===== config.mk =====
export PLATFORM = sky130hd
export DESIGN_NAME = despread_decimator
export DESIGN_NICKNAME = d
export VERILOG_FILES = /design/src/rtl/dsd_pkg.sv /design/src/rtl/dsd_despread.sv /design/src/rtl/dsd_group_counter.sv /design/src/rtl/dsd_accum.sv /design/src/rtl/despread_decimator.sv
export SDC_FILE = /design/constraint.sdc
export NUM_CORES = 1
export LEC_CHECK = 0
export CORE_AREA = 2 2 82 52
export CTS_CLUSTER_SIZE = 30
export DETAILED_ROUTE_END_ITERATION = 6
export DIE_AREA = 0 0 84 54
export GPL_ROUTABILITY_DRIVEN = 0
export HOLD_SLACK_MARGIN = 0.1
export MAX_ROUTING_LAYER = met4
export PLACE_DENSITY = 0.62
export SYNTH_ARGS = -nofsm -noshare
export SYNTH_HDL_FRONTEND = slang
export SYNTH_SLANG_ARGS = --single-unit

===== constraint.sdc =====
create_clock -name clk -period 4.45 [get_ports clk]
set_input_delay 1.335 -clock clk [delete_from_list [all_inputs] [get_ports clk]]
set_output_delay 1.335 -clock clk [all_outputs]
set_load 0.03 [all_outputs]

===== src/rtl/dsd_pkg.sv =====
package dsd_pkg;
  typedef enum logic {
    CODE_KEEP = 1'b0,
    CODE_FLIP = 1'b1
  } code_e;
endpackage


===== src/rtl/dsd_despread.sv =====
module dsd_despread
  import dsd_pkg::*;
#(
  parameter int SAMPLE_W = 5,
  parameter int OFFSET   = 10,
  localparam int DW      = SAMPLE_W + 1
) (
  input  logic [SAMPLE_W-1:0] sample,
  input  logic                code,
  output logic [DW-1:0]       value
);
  logic [DW-1:0] ext, off, opa, opb;

  // One subtractor: the operands are swapped by the code bit, so the
  // bias removal and the sign flip happen in the same step.
  always_comb begin
    ext = {1'b0, sample};
    off = DW'(OFFSET);
    if (code_e'(code) == CODE_FLIP) begin
      opa = off;
      opb = ext;
    end else begin
      opa = ext;
      opb = off;
    end
    value = opa - opb;
  end
endmodule


===== src/rtl/dsd_group_counter.sv =====
module dsd_group_counter #(
  parameter int CNT_W = 4
) (
  input  logic clk,
  input  logic rst,
  input  logic adv,
  output logic slot_first,
  output logic dump_slot,
  output logic dclk
);
  logic [CNT_W-1:0] cnt_q;
  logic             primed_q;

  always_ff @(posedge clk) begin
    if (rst) begin
      cnt_q    <= '0;
      primed_q <= 1'b0;
    end else if (adv) begin
      cnt_q    <= cnt_q + 1'b1;
      primed_q <= 1'b1;
    end
  end

  assign slot_first = (cnt_q == '0);
  assign dump_slot  = slot_first && primed_q;
  assign dclk       = cnt_q[CNT_W-1];
endmodule


===== src/rtl/dsd_accum.sv =====
module dsd_accum #(
  parameter int IN_W  = 6,
  parameter int ACC_W = 9
) (
  input  logic             clk,
  input  logic             rst,
  input  logic             adv,
  input  logic             load,
  input  logic             dump,
  input  logic [IN_W-1:0]  din,
  input  logic             out_ready,
  output logic             out_valid,
  output logic [ACC_W-1:0] out_data
);
  logic [ACC_W-1:0] acc_q, din_ext;

  assign din_ext = {{(ACC_W-IN_W){din[IN_W-1]}}, din};

  always_ff @(posedge clk) begin
    if (rst) begin
      acc_q <= '0;
    end else if (adv) begin
      if (load) acc_q <= din_ext;
      else      acc_q <= acc_q + din_ext;
    end
  end

  always_ff @(posedge clk) begin
    if (rst) begin
      out_valid <= 1'b0;
      out_data  <= '0;
    end else if (adv && dump) begin
      out_valid <= 1'b1;
      out_data  <= acc_q;
    end else if (out_ready) begin
      out_valid <= 1'b0;
    end
  end
endmodule


===== src/rtl/despread_decimator.sv =====
module despread_decimator #(
  parameter int SAMPLE_W = 5,
  parameter int OFFSET   = 10,
  parameter int CNT_W    = 4,
  parameter int ACC_W    = 9
) (
  input  logic                clk,
  input  logic                rst,
  input  logic                in_valid,
  output logic                in_ready,
  input  logic [SAMPLE_W-1:0] in_sample,
  input  logic                in_code,
  output logic                out_valid,
  input  logic                out_ready,
  output logic [ACC_W-1:0]    out_data,
  output logic                dec_clk
);
  localparam int DW = SAMPLE_W + 1;

  logic [DW-1:0] desp_val;
  logic          slot_first, dump_slot, adv;

  dsd_despread #(.SAMPLE_W(SAMPLE_W), .OFFSET(OFFSET)) u_desp (
    .sample(in_sample), .code(in_code), .value(desp_val)
  );

  dsd_group_counter #(.CNT_W(CNT_W)) u_cnt (
    .clk(clk), .rst(rst), .adv(adv),
    .slot_first(slot_first), .dump_slot(dump_slot), .dclk(dec_clk)
  );

  assign in_ready = !(dump_slot && out_valid && !out_ready);
  assign adv      = in_valid && in_ready;

  dsd_accum #(.IN_W(DW), .ACC_W(ACC_W)) u_acc (
    .clk(clk), .rst(rst), .adv(adv), .load(slot_first), .dump(dump_slot),
    .din(desp_val), .out_ready(out_ready),
    .out_valid(out_valid), .out_data(out_data)
  );
endmodule


==> results.yml <==
status:
  outcome: "finished clean"
floorplanning:
  die-area_um2: 4536
  die_width_um: 84
  rows: 18
  io_pins: 22
  core_um2: 3896
  initial_utilization_pct: 37.70
  die_h_um: 54
timing:
  tightest_slew_ps: 347.1
  fmax_mhz: 245.7
  setup_viol: 0
  period_minus_slack_ps: 4071
  setup_ws_ps: 379.2
  final.setup.tns_ps: 0
  rsz0062_at_grt: "no"
  final_max_slew_viol_count: 0
  maxSlewHeadroom_pct: 76.86
  final.period_utilization_pct: 91.48
  hold_viol: 0
  finClkSkew_ps: 10.12
min_path:
  hold_class: "flop to flop"
  hold_depth: 2
  worstHoldEndpoint: "u_acc.out_data[6]$_SDFFE_PP0P_"
  min_from: "u_acc.out_data[6]$_SDFFE_PP0P_"
pwr:
  seqPwrFrac_pct: 40.2
  p_int_w: 0.0004286
  p_sw_w: 0.0001748
  p_leak_nw: 0.7657
  clockPowerShare_pct: 31.1
  p_per_area_nw_per_um2: 337.7
  irDropWorstVdd_mv: 0.1843
  combPwrFrac_pct: 28.8
  p_sw_share_pct: 28.97
logic_synthesis:
  netlist_area_um2: 1469
  netlist_instances: 168
  syn_area_per_cell_um2: 8.744
  seq_area_frac_synth_pct: 32.71
  synth_nets: 190
  ys_seq_elements: 24
  netlist-cell-type-count: 40
  yosys_warnings: 0
flow_run:
  cap_viol_max_count: 0
placed_design:
  place_ws_ps: 372.3
  dp_hpwl_um: 2223
  portBuffers: 21
detailed_routing:
  drt_iter0_drc: 71
  drc: 0
  wl_per_cell_um: 12.47
  vias_per_cell: 5.097
  drt-total-wl_um: 2968
  vias: 1213
  first_pass_iters: 4
  ant_nets: 0
cts:
  insertion_delay_ps: 270
  post_cts_buffers: 0
  cts_max_path_buffers: 2
  cts_tree: "yes"
  root_buffer: "clkbuf_8"
  numCtsBuffers: 3
  clkTransAtPathRegs_ps: 80
  hold_buffers: 0
  cts-resized-gates: 0
  clock_sinks: 24
  htree_levels: 1
setup_path:
  r2r_start: "u_acc.acc_q[0]$_SDFFE_PP0P_"
  r2r_cells: 9
  crit_family: "buffers and inverters"
  cp.arrival_ps: 2740
  critical_path.most_common_cell: "clkdlybuf4s50_1"
  startpoint: "out_ready"
  crit_chain: "clkdlybuf4s50_1 > nor2b_1 > nand3_1 > clkdlybuf4s50_1"
  cp_num_buf_inv: 2
  timing.rr.end: "u_acc.acc_q[8]$_SDFFE_PP0P_"
  ff2ff_setup_slack_ps: 2170
  cp.required_ps: 3120
  cpMaxStageDelayCell: "clkdlybuf4s50_1"
  crit_type: "primary input to output pin"
  critPathMaxStageDelay_ps: 610
  path_max_fanout: 3
  end_kind: "output pin"
  start_kind: "primary input"
global_route:
  grt_usage_pct: 15.21
  grt_pass1_wl_um: 5333
  grt_max_degree: 25
  antenna_found_initial: 0
  overflow: 0
  grt_pass1_vias: 1172
finish:
  multi_input_area_um2: 909.6
  nFillCells: 380
  num_antenna_cells: 0
  area_delta_synth_final_pct: 21.64
  drive_gt1_share_pct: 8.511
  fin_util_pct: 45.86
  regArea_um2: 480.5
  nets: 211
==> stage by stage <==
stage / cell area, um2 / hold WS, ps / instances / power, W
3_3_place_gp: 1715 / 465.1 / 234 / 0.0004136
6_report: 1787 / 503.0 / 238 / 0.0006034
4_1_cts: 1787 / 512.1 / 238 / 0.0006109
3_5_place_dp: 1715 / 486.9 / 234 / 0.0004199
2_1_floorplan: 1469 / 469.6 / 168 / 0.0003792
5_1_grt: 1787 / 545.2 / 238 / 0.0006415
==> power groups by stage <==
stage                     clock network [W]  logic (W)  registers, W
after global placement                    0   0.000167      0.000246
after detailed placement                  0   0.000173      0.000247
after CTS                          0.000194   0.000174      0.000242
final                              0.000188   0.000174      0.000242
after global routing               0.000200   0.000197      0.000245
after floorplan                           0   0.000130      0.000249
==> cells in the mapped netlist <==
master	n	area (um2)
fa_1	1	20.02
o22ai_4	1	20.02
xnor2_1	3	26.28
o21a_1	2	15.01
a31o_1	1	8.760
nor2b_1	1	6.260
nor3b_1	1	7.510
a31oi_2	1	12.51
mux2_2	1	11.26
and4_2	1	10.01
nand4_1	1	6.260
a211oi_1	5	37.54
buf_6	1	11.26
buf_2	4	20.02
nor3b_2	1	12.51
a21oi_1	9	45.04
a21oi_2	1	8.760
nor2_1	30	112.6
a21o_2	1	8.760
a211oi_2	1	12.51
nand2_1	6	22.52
a311oi_1	1	8.760
xor2_1	9	78.83
inv_1	6	22.52
nand2b_1	2	12.51
or2_1	1	6.260
dfxtp_1	24	480.5
clkbuf_1	3	11.26
o211ai_1	1	7.510
a21o_1	3	22.52
nand3_1	5	25.02
nor3_1	4	20.02
mux2i_1	10	100.1
or3_1	2	12.51
a31oi_1	3	18.77
o21bai_1	1	7.510
nor4b_1	2	17.52
clkbuf_8	1	13.76
o21ai_0	6	30.03
ha_1	11	137.6
==> kinds of logic after synthesis <==
kind of cell | Yosys count | share of synthesized area [%]
simple gates | 57 | 18.48
xor+xnor | 12 | 7.156
fa+ha+maj | 12 | 10.73
mux | 11 | 7.581
flops | 24 | 32.71
compound gates | 37 | 17.97
buf+inv | 15 | 5.366
==> layer usage <==
metal  up-vias  track usage [%]  wire length [um]  part of all wire [%]
met5         -                -                 0                     0
met4         0            1.613                 0                     0
met3         0            4.448               113                   3.8
met2        19            24.93              1248                    42
met1       565            19.61              1605                    54
li1        629                -                 -                     -
==> worst max path at each step <==
stage                                             end  slack, ps  depth (start not counted)
after floorplan           u_acc.acc_q[8]$_SDFFE_PP0P_       1000                         10
after global placement    u_acc.acc_q[8]$_SDFFE_PP0P_        440                         10
after detailed placement                     in_ready        370                          4
after CTS                                    in_ready        370                          4
after global routing                         in_ready        240                          4
final                                        in_ready        380                          4
==> registers in the layout (all words and copies together) (netlist names) <==
name / flops
u_acc.acc_q: 9
u_acc.out_data: 9
u_acc.out_valid: 1
u_cnt.cnt_q: 4
u_cnt.primed_q: 1
==> cells in the final DEF, fill, tap and decap left out, types with 2 or more instances in the layout <==
cell             Yosys  final
nand2_1              6      6
a211oi_1             5      5
ha_1                11     11
or3_1                2      2
o21a_1               2      2
xnor2_1              3      3
clkdlybuf4s50_1      0     21
a21o_1               3      3
inv_1                6      6
a31oi_1              3      3
nor2_1              30     30
nor4b_1              2      2
nand2b_1             2      2
mux2i_1             10     10
buf_4                0      4
a21oi_1              9      9
dfxtp_1             24     24
o21ai_0              6      6
nor3_1               4      4
clkbuf_8             1      3
nand3_1              5      5
xor2_1               9      9
==> layout make-up <==
class                      instances  share of cell area, %
inverter                           6                  1.261
sequential                        24                  26.89
multi-input combinational        129                  50.91
tap                               50                  3.501
clock buffer                       3                  2.311
timing repair buffer              25                  13.45
clock inverter                     1                  1.681
==> tightest hold or removal path, cell delays in order, from the launching register on <==
cell     delay, ps
dfxtp_1        330
mux2i_1         70
nor2_1          70
(Power assumes the default switching activity.)
